### config.mk
export PLATFORM = sky130hd
export DESIGN_NAME = burst_addr_seq
export DESIGN_NICKNAME = d
export VERILOG_FILES = /design/src/rtl/burst_seq_pkg.sv /design/src/rtl/burst_seq_ctrl.sv /design/src/rtl/burst_beat_ctr.sv /design/src/rtl/burst_addr_map.sv /design/src/rtl/burst_addr_seq.sv
export SDC_FILE = /design/constraint.sdc
export NUM_CORES = 1
export LEC_CHECK = 0
export BUFFER_PORTS_ARGS = -buffer_cell sky130_fd_sc_hd__buf_4
export CORE_AREA = 2 2 39 41
export CTS_CLUSTER_DIAMETER = 40
export DETAILED_ROUTE_END_ITERATION = 6
export DIE_AREA = 0 0 41 43
export SETUP_SLACK_MARGIN = 0.4
export SKIP_LAST_GASP = 1
export SLEW_MARGIN = 20
export SYNTH_ARGS = -nofsm -noshare
export SYNTH_HDL_FRONTEND = slang
export SYNTH_SLANG_ARGS = --single-unit
### constraint.sdc
create_clock -name clk -period 1.3 [get_ports clk]
set_clock_uncertainty 0.05 [all_clocks]
set_input_delay 0.26 -clock clk [delete_from_list [all_inputs] [get_ports clk]]
set_output_delay 0.26 -clock clk [all_outputs]
set_load 0.02 [all_outputs]
### src/rtl/burst_seq_pkg.sv
package burst_seq_pkg;

    typedef enum logic [0:0] {
        SEQ_IDLE  = 1'b0,
        SEQ_BURST = 1'b1
    } seq_state_e;

    typedef enum logic [0:0] {
        ORD_LINEAR     = 1'b0,
        ORD_INTERLEAVE = 1'b1
    } order_e;

endpackage

### src/rtl/burst_seq_ctrl.sv
module burst_seq_ctrl
    import burst_seq_pkg::*;
(
    input  logic       clk,
    input  logic       rst_n,
    input  logic       load_i,
    input  logic       adv_i,
    output logic       cap_o,
    output logic       step_o,
    output seq_state_e state_o
);

    seq_state_e state_q;
    seq_state_e state_d;

    // next-state logic
    always_comb begin
        state_d = state_q;
        unique case (state_q)
            SEQ_IDLE:  if (load_i) state_d = SEQ_BURST;  // idle_to_burst
            SEQ_BURST: state_d = SEQ_BURST;              // burst_step / burst_reload
            default:   state_d = SEQ_IDLE;
        endcase
    end

    // state register
    always_ff @(posedge clk or negedge rst_n) begin
        if (!rst_n) state_q <= SEQ_IDLE;
        else        state_q <= state_d;
    end

    // outputs
    always_comb begin
        cap_o  = 1'b0;
        step_o = 1'b0;
        unique case (state_q)
            SEQ_IDLE: begin
                cap_o  = load_i;
                step_o = 1'b0;
            end
            SEQ_BURST: begin
                cap_o  = load_i;
                step_o = adv_i && !load_i;
            end
            default: begin
                cap_o  = 1'b0;
                step_o = 1'b0;
            end
        endcase
    end

    assign state_o = state_q;

    // a load always leaves the machine in the burst state
    assert_enter_burst_R2: assert property (@(posedge clk) disable iff (!rst_n)
        load_i |=> (state_q == SEQ_BURST));

    // the burst state is never left once entered
    assert_stay_burst_R1: assert property (@(posedge clk) disable iff (!rst_n)
        (state_q == SEQ_BURST) |=> (state_q == SEQ_BURST));

endmodule

### src/rtl/burst_beat_ctr.sv
module burst_beat_ctr #(
    parameter int BURST_AW = 2
) (
    input  logic                clk,
    input  logic                rst_n,
    input  logic                clr_i,
    input  logic                inc_i,
    output logic [BURST_AW-1:0] beat_o
);

    localparam logic [BURST_AW-1:0] LAST_BEAT = '1;

    logic [BURST_AW-1:0] beat_q;

    always_ff @(posedge clk or negedge rst_n) begin
        if (!rst_n)     beat_q <= '0;
        else if (clr_i) beat_q <= '0;
        else if (inc_i) beat_q <= beat_q + 1'b1;
    end

    assign beat_o = beat_q;

    assert_hold_R5: assert property (@(posedge clk) disable iff (!rst_n)
        (!clr_i && !inc_i) |=> $stable(beat_q));

    assert_wrap_R6: assert property (@(posedge clk) disable iff (!rst_n)
        (!clr_i && inc_i && beat_q == LAST_BEAT) |=> (beat_q == '0));

    assert_clear_R7: assert property (@(posedge clk) disable iff (!rst_n)
        clr_i |=> (beat_q == '0));

endmodule

### src/rtl/burst_addr_map.sv
module burst_addr_map
    import burst_seq_pkg::*;
#(
    parameter int BURST_AW = 2
) (
    input  logic                clk,
    input  logic                rst_n,
    input  logic                cap_i,
    input  logic [BURST_AW-1:0] start_i,
    input  logic                order_sel_i,
    input  logic [BURST_AW-1:0] beat_i,
    output order_e              order_o,
    output logic [BURST_AW-1:0] addr_o
);

    logic [BURST_AW-1:0] start_q;
    order_e              order_q;
    logic [BURST_AW-1:0] lin_addr;
    logic [BURST_AW-1:0] il_addr;

    always_ff @(posedge clk or negedge rst_n) begin
        if (!rst_n) begin
            start_q <= '0;
            order_q <= ORD_LINEAR;
        end else if (cap_i) begin
            start_q <= start_i;
            order_q <= order_e'(order_sel_i);
        end
    end

    // linear: wrapping sum
    assign lin_addr = start_q + beat_i;

    // interleaved: per-bit swap of the start address
    for (genvar b = 0; b < BURST_AW; b++) begin : g_il_bit
        assign il_addr[b] = start_q[b] ^ beat_i[b];
    end

    always_comb begin
        unique case (order_q)
            ORD_LINEAR:     addr_o = lin_addr;
            ORD_INTERLEAVE: addr_o = il_addr;
            default:        addr_o = lin_addr;
        endcase
    end

    assign order_o = order_q;

    assert_order_kept_R8: assert property (@(posedge clk) disable iff (!rst_n)
        !cap_i |=> ($stable(order_q) && $stable(start_q)));

endmodule

### src/rtl/burst_addr_seq.sv
module burst_addr_seq
    import burst_seq_pkg::*;
#(
    parameter int BURST_AW = 2
) (
    input  logic                clk,
    input  logic                rst_n,
    input  logic                load_i,
    input  logic [BURST_AW-1:0] start_addr_i,
    input  logic                adv_i,
    input  logic                order_sel_i,
    output logic [BURST_AW-1:0] burst_addr_o
);

    logic                cap;
    logic                step;
    seq_state_e          state;
    logic [BURST_AW-1:0] beat;
    order_e              order;

    burst_seq_ctrl u_ctrl (
        .clk     (clk),
        .rst_n   (rst_n),
        .load_i  (load_i),
        .adv_i   (adv_i),
        .cap_o   (cap),
        .step_o  (step),
        .state_o (state)
    );

    burst_beat_ctr #(.BURST_AW(BURST_AW)) u_beat (
        .clk    (clk),
        .rst_n  (rst_n),
        .clr_i  (cap),
        .inc_i  (step),
        .beat_o (beat)
    );

    burst_addr_map #(.BURST_AW(BURST_AW)) u_map (
        .clk         (clk),
        .rst_n       (rst_n),
        .cap_i       (cap),
        .start_i     (start_addr_i),
        .order_sel_i (order_sel_i),
        .beat_i      (beat),
        .order_o     (order),
        .addr_o      (burst_addr_o)
    );

    assert_load_R2: assert property (@(posedge clk) disable iff (!rst_n)
        load_i |=> (burst_addr_o == $past(start_addr_i)));

    assert_linear_step_R3: assert property (@(posedge clk) disable iff (!rst_n)
        (state == SEQ_BURST && adv_i && !load_i && order == ORD_LINEAR)
        |=> (burst_addr_o == $past(burst_addr_o) + 1'b1));

    assert_idle_R9: assert property (@(posedge clk) disable iff (!rst_n)
        (state == SEQ_IDLE && !load_i) |=> (burst_addr_o == '0));

    assert_addr_hold_R5: assert property (@(posedge clk) disable iff (!rst_n)
        (!load_i && !adv_i) |=> $stable(burst_addr_o));

endmodule

* Yosys cells after proc, flatten, opt, wreduce, memory -nomap -nowiden *
Cells that the tools add are included.

storage, ports and cells
  output and inout bits = 2
  input port bits = 7
  bits in registers = 6

operators by class
  reductions and logical operators = 3
  multiplexer cells = 6
  add/sub/neg operators = 2
  bitwise gates (word level) = 4

operators with widths
  kind                                          number
  2-to-1 mux 2 bit                              2
  one-hot mux 1 bit (2 select lines)            2
  one-hot mux 2 bit (2 select lines)            1
  adder 2 x 1 -> 2 bit (second input constant)  1
  adder 2 bit                                   1
  inverter 1 bit                                2
  nonzero test 2 bit                            1
  bitwise XOR 1 bit                             2
  logical AND 1 bit                             1
  zero test 1 bit                               1
  2-to-1 mux 1 bit                              1

* Longest topological paths before layout *
  depth after elaboration = 5
  depth in mapped cells = 3
  mapped depth without buffers = 3

* Modules after synthesis *
Synthesis repeated with hierarchy kept, for this count alone.

unflattened totals
  cells, all modules = 21
  area, all modules = 282.8 um2

by module, submodules not included
  module          area each (um2)  cells an instance  times used
  burst_addr_map  145.1            10                 1
  burst_beat_ctr  88.8             7                  1
  burst_seq_ctrl  48.8             4                  1

* Worst setup path before layout *
Ideal clock, no wire load.

  kind = flip-flop to output port
  start point = reg u_beat.beat_q[0] (netlist: u_beat.beat_o[0])
  end point = out burst_addr_o[1]
  setup slack = -0.072 ns
  cell stages (with the launch flop) = 4
  arrival time = 1.062 ns
  cells stage by stage = dfrtp_1 -> ha_1 -> nor2b_1 -> xnor2_1

on the way
  word-level cells in the longest chain between the ends = 2

RTL lines
  what                                RTL line              source
  start: declaration                  burst_beat_ctr.sv:13  logic [BURST_AW-1:0] beat_q;
  start signal: assignment            burst_beat_ctr.sv:18  else if (inc_i) beat_q <= beat_q + 1'b1;
  adder 2 bit                         burst_addr_map.sv:32  assign lin_addr = start_q + beat_i;
  one-hot mux 2 bit (2 select lines)  burst_addr_map.sv:40  unique case (order_q)
  end: declaration                    burst_addr_seq.sv:12  output logic [BURST_AW-1:0] burst_addr_o

Every way passes these cells.

* Worst setup path after layout *
  start point = reg u_map.start_q[0]
  end point = out burst_addr_o[1]

on the way
  word-level cells in the longest chain between the ends = 2

RTL lines
  what                                RTL line              source
  start: declaration                  burst_addr_map.sv:16  logic [BURST_AW-1:0] start_q;
  start signal: assignment            burst_addr_map.sv:26  start_q <= start_i;
  adder 2 bit                         burst_addr_map.sv:32
  one-hot mux 2 bit (2 select lines)  burst_addr_map.sv:40

Every way passes these cells.

==> results.toml <==
[sta]
setup_ws_ns = -0.2088
final-setup-viol-count = 2
hold_viol = 0
fmax_mhz = 662.8
setup-tns-final_ns = -0.2494
min_period_ns = 1.509
maxSlewHeadroom = 0.8223
tightest_slew_ns = 0.2653
post-route-period-util = 1.161
timing.final.max_slew_violations = 0
rsz0062_at_grt = "true"

[route]
wl_per_cell_um = 11.31
wl_um = 577
drt-initial-drc-count = 4
via_count = 206
dr.pass1.iters = 3
vias_per_cell = 4.039
drc = 0
ant_nets = 0

[setup_path]
cpMaxStageDelayCell = "dfrtp_1"
arrival_ns = 1.20
startpoint = "u_map.start_q[0]"
cp_max_fo = 2
timing.rr.start = "u_beat.beat_o[0]"
max_stage_delay_ns = 0.39
endpoint_kind = "output pin"
path_cells = "ha_4 > nor2b_4 > xnor2_4 > buf_6"
worstReg2RegEnd = "u_beat.beat_o[1]"
startpoint_type = "flip-flop"
critical_path_class = "reg -> out"
rrSetupSlack_ns = 0.12
required_ns = 0.99
rr_worst_depth = 4

[floorplan]
die-area_sq_um = 1763
ioPinCount = 9
core_sq_um = 1384
die_h_um = 43
die_w_um = 41
rows = 14
start_util = 0.2016

[synth]
yosysWarnings = 0
syn_area_per_cell_sq_um = 12.68
synth_seq_area_share = 0.5381
synth_nets = 30
synthCells = 22
ys_types = 12
synth.cell_area_sq_um = 279.0
ys_ff_latch = 6

[global_routing]
grt_max_degree = 8
grt_usage = 0.09331
grt_pass1_wl_um = 1041
grt_overflow = 0
grt_pass1_vias = 243
antenna_found_initial = 0

[run_status]
status = "finished, violations left"
violations = "setup timing"

[clock_network]
cts_max_level = 1
tritoncts = "yes"
cts_sinks = 6
cts_buffers = 3
clk_latency_ns = 0.24
cts_root_buffer = "clkbuf_4"
clk_path_buf_depth = 2
clkTransAtPathRegs_ns = 0.05

[layout]
antennaDiodeCount = 0
area_delta_synth_final_pct = 68.16
finalNetCount = 45
utilization = 0.3391
drive_gt1_frac = 0.6857

[hold_path]
hold_path_depth = 2
min_path_type = "in -> reg"
worstHoldStart = "load_i"
min_to = "u_beat.beat_o[0]"

[power]
power.density_nw_per_um2 = 1124
p_total_mw = 0.5272
vdd_drop_max_mv = 0.3980
leakage_nw = 0.2015

[place]
gp_congestion = 0.6686
portBuffers = 8

[flow_run]
drv_cap = 0
[per-layer routing]
layer | up-vias | share of wire | GRT usage
met5 | - | 0 | 0
met4 | 0 | 0 | 0.08000
met3 | 0 | 0.023 | 0.01571
met2 | 3 | 0.65 | 0.1594
met1 | 102 | 0.33 | 0.08638
li1 | 101 | - | -
[flip-flops by register name, summed over array words and instances, names as in the netlist]
register and flops:
u_beat.beat_o 2, u_map.start_q 2, u_ctrl.state_o 1, u_map.order_o 1
[synth_stat cells, drive strengths merged]
cell | instances | area share
nor2b | 2 | 0.045
a21bo | 1 | 0.036
clkbuf | 1 | 0.013
mux2 | 4 | 0.16
or2 | 1 | 0.022
xnor2 | 2 | 0.063
nand3b | 1 | 0.027
a21oi | 1 | 0.018
dfrtp | 6 | 0.54
ha | 1 | 0.045
nand3 | 1 | 0.018
nor2 | 1 | 0.013
[power by group]
group	switching [mW]	internal [mW]
clock network	0.0654	0.104
logic	0.0537	0.0882
registers	0.0145	0.201
total	0.134	0.394
[layout by cell type (no fill, tap or decap), drive strengths merged]
| cell type | synthesis | routed |
|---|---|---|
| nand3b | 1 | 1 |
| a21oi | 1 | 1 |
| nor2 | 1 | 1 |
| nor2b | 2 | 2 |
| dlygate4sd3 | 0 | 1 |
| a21bo | 1 | 1 |
| xnor2 | 2 | 2 |
| clkbuf | 1 | 3 |
| mux2 | 4 | 4 |
| or2 | 1 | 1 |
| buf | 0 | 10 |
| ha | 1 | 1 |
| nand3 | 1 | 1 |
| dfrtp | 6 | 6 |
[metrics by stage]
step	std cells	cell area [sq um]	setup slack (ns)	hold WS, ns
global route	51	469.2	-0.2627	0.1855
CTS	51	469.2	-0.2183	0.1712
finish	51	469.2	-0.2088	0.1877
detailed placement	46	399.1	0.02822	0.02129
global placement	46	399.1	0.02578	0.01640
floorplan	22	325.3	0.1051	-0.08559
[worst max-delay path by stage]
stage / slack (ns) / cells after the start / endpoint
after global routing: -0.26 / 4 / burst_addr_o[1]
final: -0.21 / 4 / burst_addr_o[1]
after global placement: 0.03 / 4 / burst_addr_o[1]
after floorplan: 0.11 / 3 / burst_addr_o[1]
after detailed placement: 0.03 / 4 / burst_addr_o[1]
after CTS: -0.22 / 3 / burst_addr_o[1]
[area by class of cell]
type,count,area (sq um)
sequential,6,150.1
fill,137,914.6
tap,16,20.02
clock buffer,3,22.52
multi-input combinational,15,180.2
timing repair buffer,11,96.34
[cells by family after synthesis]
logic type / synth area share
simple gates: 0.1255
mux: 0.1614
fa+ha+maj: 0.04484
xor+xnor: 0.06279
buf+inv: 0.01344
compound gates: 0.05380
flops: 0.5381
[critical path, delay by kind of cell, from the launching register on]
kind	cells	cell delay (ns)
XOR/XNOR	1	0.12
adder cells (fa/ha/maj)	1	0.14
buffers and inverters	1	0.13
flip-flops	1	0.39
AND/OR/NAND/NOR	1	0.17
[what timing repair did]
action,in CTS,in global routing
hold endpoints to repair,6,0
pin swaps,4,2
gates resized for setup,6,0
setup endpoints to repair,4,4
setup buffers,1,0
hold buffers,1,0
Note: power is estimated with default switching activity, not from simulation.
